$ cat config.mk
export PLATFORM = sky130hd
export DESIGN_NAME = rowrep_remap
export DESIGN_NICKNAME = d
export VERILOG_FILES = /design/src/rtl/rowrep_pkg.sv /design/src/rtl/rowrep_addr_split.sv /design/src/rtl/rowrep_bank_map.sv /design/src/rtl/rowrep_row_join.sv /design/src/rtl/rowrep_remap.sv
export SDC_FILE = /design/constraint.sdc
export NUM_CORES = 1
export LEC_CHECK = 0
export BUFFER_PORTS_ARGS = -buffer_cell sky130_fd_sc_hd__clkbuf_2
export CAP_MARGIN = 20
export CORE_ASPECT_RATIO = 0.7
export CORE_UTILIZATION = 49
export DETAILED_ROUTE_END_ITERATION = 7
export MAX_ROUTING_LAYER = met4
export PLACE_DENSITY = 0.87
export RECOVER_POWER = 50
export SYNTH_ARGS = -nofsm -noshare
export SYNTH_HDL_FRONTEND = slang
export SYNTH_HIERARCHICAL = 1
export SYNTH_SLANG_ARGS = --single-unit
$ cat constraint.sdc
create_clock -name clk -period 3.5 [get_ports clk]
set_input_delay 0.35 -clock clk [delete_from_list [all_inputs] [get_ports clk]]
set_output_delay 0.35 -clock clk [all_outputs]
set_load 0.005 [all_outputs]
$ cat src/rtl/rowrep_pkg.sv
package rowrep_pkg;
    localparam int ROW_ADDR_W   = 7;
    localparam int BANK_SEL_BIT = 5;
    localparam int IDX_W        = ROW_ADDR_W - 1;
    localparam int NUM_BANKS    = 2;
    localparam int MAP_W        = IDX_W + 1;

    typedef struct packed {
        logic                  valid;
        logic [ROW_ADDR_W-1:0] row;
        logic [NUM_BANKS-1:0]  spare;
    } rsp_t;
endpackage

$ cat src/rtl/rowrep_addr_split.sv
module rowrep_addr_split #(
    parameter int ADDR_W  = rowrep_pkg::ROW_ADDR_W,
    parameter int SEL_BIT = rowrep_pkg::BANK_SEL_BIT,
    localparam int IW     = ADDR_W - 1
) (
    input  logic [ADDR_W-1:0] addr,
    output logic              bank,
    output logic [IW-1:0]     idx
);
    assign bank = addr[SEL_BIT];

    // Remove the bank bit; higher bits slide down by one.
    for (genvar i = 0; i < IW; i++) begin : g_idx
        if (i < SEL_BIT) begin : g_low
            assign idx[i] = addr[i];
        end else begin : g_high
            assign idx[i] = addr[i+1];
        end
    end
endmodule

$ cat src/rtl/rowrep_bank_map.sv
module rowrep_bank_map #(
    parameter int IW = rowrep_pkg::IDX_W
) (
    input  logic          en,
    input  logic [IW-1:0] fuse_idx,
    input  logic [IW-1:0] acc_idx,
    output logic          hit,
    output logic [IW:0]   map_idx
);
    // At or past the faulty index, move one slot toward the spare.
    always_comb begin
        hit     = en && (acc_idx >= fuse_idx);
        map_idx = {1'b0, acc_idx} + {{IW{1'b0}}, hit};
    end
endmodule

$ cat src/rtl/rowrep_row_join.sv
module rowrep_row_join #(
    parameter int ADDR_W  = rowrep_pkg::ROW_ADDR_W,
    parameter int SEL_BIT = rowrep_pkg::BANK_SEL_BIT,
    parameter int BANKS   = rowrep_pkg::NUM_BANKS,
    localparam int IW     = ADDR_W - 1
) (
    input  logic              bank,
    input  logic [IW:0]       map_idx,
    output logic [ADDR_W-1:0] row,
    output logic [BANKS-1:0]  spare
);
    logic              to_spare;
    logic [ADDR_W-1:0] joined;

    assign to_spare = map_idx[IW];

    // Put the bank bit back at its position.
    for (genvar i = 0; i < ADDR_W; i++) begin : g_row
        if (i < SEL_BIT) begin : g_low
            assign joined[i] = map_idx[i];
        end else if (i == SEL_BIT) begin : g_sel
            assign joined[i] = bank;
        end else begin : g_high
            assign joined[i] = map_idx[i-1];
        end
    end

    assign row = to_spare ? '0 : joined;

    for (genvar b = 0; b < BANKS; b++) begin : g_spare
        assign spare[b] = to_spare && (bank == 1'(b));
    end
endmodule

$ cat src/rtl/rowrep_remap.sv
module rowrep_remap
    import rowrep_pkg::*;
(
    input  logic                  clk,
    input  logic                  rst_n,
    input  logic                  req_valid,
    input  logic [ROW_ADDR_W-1:0] req_addr,
    input  logic                  fuse_en_top,
    input  logic [IDX_W-1:0]      fuse_row_top,
    input  logic                  fuse_en_bot,
    input  logic [IDX_W-1:0]      fuse_row_bot,
    output logic                  rsp_valid,
    output logic [ROW_ADDR_W-1:0] rsp_row,
    output logic [NUM_BANKS-1:0]  rsp_spare
);
    logic                  acc_bank;
    logic [IDX_W-1:0]      acc_idx;
    logic [NUM_BANKS-1:0]  fuse_en_arr;
    logic [IDX_W-1:0]      fuse_arr [NUM_BANKS];
    logic [NUM_BANKS-1:0]  bank_hit;
    logic [MAP_W-1:0]      bank_map [NUM_BANKS];
    logic [MAP_W-1:0]      sel_map;
    logic [ROW_ADDR_W-1:0] nxt_row;
    logic [NUM_BANKS-1:0]  nxt_spare;
    rsp_t                  rsp_q;

    assign fuse_en_arr = {fuse_en_bot, fuse_en_top};
    assign fuse_arr[0] = fuse_row_top;
    assign fuse_arr[1] = fuse_row_bot;

    rowrep_addr_split u_split (
        .addr (req_addr),
        .bank (acc_bank),
        .idx  (acc_idx)
    );

    for (genvar b = 0; b < NUM_BANKS; b++) begin : g_bank
        rowrep_bank_map u_map (
            .en       (fuse_en_arr[b]),
            .fuse_idx (fuse_arr[b]),
            .acc_idx  (acc_idx),
            .hit      (bank_hit[b]),
            .map_idx  (bank_map[b])
        );


        faulty_skip_chk: assert property (@(posedge clk) disable iff (!rst_n)
            fuse_en_arr[b] |-> (bank_map[b] != {1'b0, fuse_arr[b]}));
    end

    assign sel_map = bank_map[acc_bank];

    rowrep_row_join u_join (
        .bank    (acc_bank),
        .map_idx (sel_map),
        .row     (nxt_row),
        .spare   (nxt_spare)
    );

    always_ff @(posedge clk) begin
        if (!rst_n) begin
            rsp_q <= '0;
        end else if (req_valid) begin
            rsp_q <= '{valid: 1'b1, row: nxt_row, spare: nxt_spare};
        end else begin
            rsp_q <= '0;
        end
    end

    assign rsp_valid = rsp_q.valid;
    assign rsp_row   = rsp_q.row;
    assign rsp_spare = rsp_q.spare;


    idle_quiet_chk: assert property (@(posedge clk) disable iff (!rst_n)
        !rsp_valid |-> (rsp_row == '0 && rsp_spare == '0));


    spare_onehot_chk: assert property (@(posedge clk) disable iff (!rst_n)
        $onehot0(rsp_spare));


    top_spare_off_chk: assert property (@(posedge clk) disable iff (!rst_n)
        rsp_spare[0] |-> ($past(fuse_en_top) && !$past(req_addr[BANK_SEL_BIT])));


    bot_spare_off_chk: assert property (@(posedge clk) disable iff (!rst_n)
        rsp_spare[1] |-> ($past(fuse_en_bot) && $past(req_addr[BANK_SEL_BIT])));


    spare_row_zero_chk: assert property (@(posedge clk) disable iff (!rst_n)
        (rsp_spare != '0) |-> (rsp_valid && rsp_row == '0));
endmodule

==> Implementation_results.wiki <==
{| class="wikitable"
! Metric !! Value
|-
| Type of origin of the critical path || input port
|-
| Clock buffer count from CTS || 3
|-
| Vias in the first global route || 787
|-
| Fraction of synthesized cell area taken by the top area cell type || 0.209
|-
| Cell Int Power || 231 uW
|-
| Post-placement setup slack || 0.706 ns
|-
| Final critical delay including setup and external delays || 2.50 ns
|-
| Synthesis warning total || 6
|-
| Peak ir drop on the vdd network || 0.000266 V
|-
| Number of top-level design ports || 34
|-
| Clock network fraction of total power || 0.328
|-
| Final hold vios || 0
|-
| Placer Congestion || 0.777
|-
| Crit path depth || 12
|-
| First-pass detailed-route iteration total || 4
|-
| Setup bufs post-CTS || 0
|-
| Count of nets after finishing || 176
|-
| DRC violation count after routing || 0
|-
| Critical path fanouts, max || 9
|-
| Diode insertion count for antenna repair || 0
|-
| Number of buffers inserted by port buffering || 33
|-
| Cell-by-cell listing of the critical path || clkbuf_2, inv_1, ha_1, nor3b_1, o211ai_1, and3_1, ha_1, ha_1, and3_2, mux2_4, nor2b_1, and3_1
|-
| Total setup violations reported at the end of the flow || 0
|-
| Number of nets produced by synthesis || 146
|-
| Critical path destination || rsp_spare[0]$_SDFF_PN0_
|-
| Sequential cell area fraction in the yosys report || 0.209
|-
| H-Tree Level Count || 1
|-
| Core area || 1710 um^2
|-
| RSZ-0062 raised after global routing || no
|-
| Least-Margin Pin Slew || 0.302 ns
|-
| Overall power of the completed layout || 315 uW
|-
| Post-cts resize count || 0
|-
| Critical Path Max Stage Delay || 0.32 ns
|-
| Crit-path most repeated cell || ha_1
|-
| Sequential share of power || 0.380
|-
| Max-capacitance violation count || 0
|-
| Path type of the worst min-delay path || in -> reg
|-
| Post-route non-filler standard cell count || 156
|-
| Placed Instances || 152
|-
| Pwr per Cell Area || 283 nW/um^2
|-
| Placement Rows || 12
|-
| Run status || completed
|-
| Number of standard cells after synthesis || 106
|-
| Headroom to the max-slew limit || 0.799
|-
| Hold-fix buffer count after cts || 0
|-
| Critical path class || in -> reg
|-
| Synth top area cells || dfxtp_1 (21%), ha_1 (21%), mux2_4 (11%)
|-
| Critical path buffers and inverters || 2
|-
| Clock tree from TritonCTS || yes
|-
| Worst Setup SP || req_addr[0]
|-
| Pin count of the biggest net entering global routing || 11
|-
| Number of clock sinks || 10
|-
| Crit path setup slack, layout || 1.00 ns
|-
| Required time at the endpoint of the critical path || 3.66 ns
|-
| Final worst path period share || 0.714
|-
| Clock slew at the register clock pins of the worst setup and hold paths || 0.07 ns
|-
| CTS Root Buffer Type || clkbuf_4
|-
| Antenna violations before repair || 0
|-
| Layout cells sized above 1 || 0.296
|-
| CTS max path bufs || 2
|-
| Leakage dissipation || 0.000643 uW
|-
| Yosys cell types || 18
|-
| Die extent in y || 39 um
|-
| Global-route wire length before repair || 3.26 mm
|-
| Share of total power in combinational logic || 0.292
|-
| Cell area after synthesis || 958 um^2
|-
| Arrival time at the worst endpoint || 2.66 ns
|-
| Switching share of total power || 0.267
|-
| GR Util All Layers || 0.237
|-
| Dominant delay contributor by cell family on the critical path || simple AND/OR/NAND/NOR gates
|-
| Final routed wirelength across all metal layers || 1.93 mm
|-
| Crit-path slowest cell || mux2_4
|-
| Average cell area after synthesis || 9.04 um^2
|-
| Horizontal extent of the die || 54.9 um
|-
| Final antenna-violating net count || 0
|-
| Total global routing overflow || 0
|-
| Accumulated negative setup slack || 0 ns
|-
| Switching power || 84.0 uW
|-
| Max-slew violation total from the final report || 0
|-
| Critical Path End Type || register
|-
| Post-Route Hold Slack || 0.400 ns
|-
| Initial Utilization || 0.560
|-
| Post-detail-place hpwl || 1.60 mm
|-
| First DRT Iteration DRCs || 7
|-
| Full die area || 2140 um^2
|-
| Largest area contributor in the netlist || dfxtp_1
|-
| Post-synthesis register bit count || 10
|-
| Maximum clock frequency || 0.400 GHz
|-
| Total via count after detailed routing || 835
|-
| Wire length per cell after detailed routing || 12.4 um
|-
| Average vias per placed instance || 5.35
|-
| Layout-stage area growth over the synthesis result || 16.3%
|}
-- registers in the layout (all words and copies together), names as in the netlist --
name,flops
rsp_valid,1
rsp_row,7
rsp_spare,2
-- cells in the mapped netlist (all sizes together) --
master and count:
and2 2, and2b 4, inv 12, nand3 6, ha 16, xor2 2, nor2b 4, buf 8
a21oi 4, mux2 7, nand2 4, and3 15, xnor2 6, dfxtp 10, o211ai 4, nor3b 2
-- final cells by class --
type,instances,area (um^2)
multi-input combinational,76,649
fill,153,597
sequential,10,200
timing repair buffer,33,158
inverter,12,45.0
clock buffer,4,36.3
tap,21,26.3
-- kinds of logic after synthesis --
kind of cell,synth area share
adder cells (fa/ha/maj),0.209
multiplexers,0.110
AND/OR/NAND/NOR,0.234
XOR/XNOR,0.0731
buffers and inverters,0.114
flip-flops,0.209
AO/OA/AOI/OAI,0.0522
-- routing by layer --
layer,vias to the layer above,share of wire,global-route usage
met1,379,0.42,0.231
met5,-,0,-
met2,37,0.51,0.443
met4,0,0.0093,0.0577
li1,417,-,-
met3,2,0.061,0.0902
-- worst min-delay path by stage --
stage,cells after the start,endpoint,slack (ns),start
floorplan,1,rsp_valid$_SDFF_PN0_,0.47,req_valid
global placement,2,rsp_valid$_SDFF_PN0_,0.66,rst_n
detailed placement,2,rsp_valid$_SDFF_PN0_,0.67,rst_n
CTS,2,rsp_valid$_SDFF_PN0_,0.40,req_valid
global route,2,rsp_valid$_SDFF_PN0_,0.41,req_valid
finish,2,rsp_valid$_SDFF_PN0_,0.40,req_valid
-- power groups by stage --
stage	clock, uW	combinational [uW]	sequential [uW]
after global placement	0	87.8	122
final	103	92.2	120
after floorplan	0	67.3	123
after CTS	105	93.2	120
after detailed placement	0	92.4	123
after global routing	111	105	120
-- layout by cell type (no fill, tap or decap) --
cell      count
and3_1       13
nor2b_1       4
nand3_1       6
dfxtp_1      10
mux2_4        7
clkbuf_2     27
o211ai_1      4
clkbuf_8      1
ha_1         16
xor2_1        2
nor3b_1       2
nand2_1       4
and2b_1       4
and2_1        2
clkbuf_1      5
buf_1         1
a21oi_1       4
inv_1        12
clkbuf_4      3
xnor2_1       6
and3_2        2
-- through the flow --
| stage | instance area [um^2] | utilization |
|---|---|---|
| 2_1_floorplan | 958 | - |
| 3_3_place_gp | 1090 | 0.635 |
| 3_5_place_dp | 1090 | 0.635 |
| 4_1_cts | 1120 | 0.656 |
| 5_1_grt | 1110 | 0.651 |
| 6_report | 1110 | 0.651 |
(Power assumes the default switching activity.)
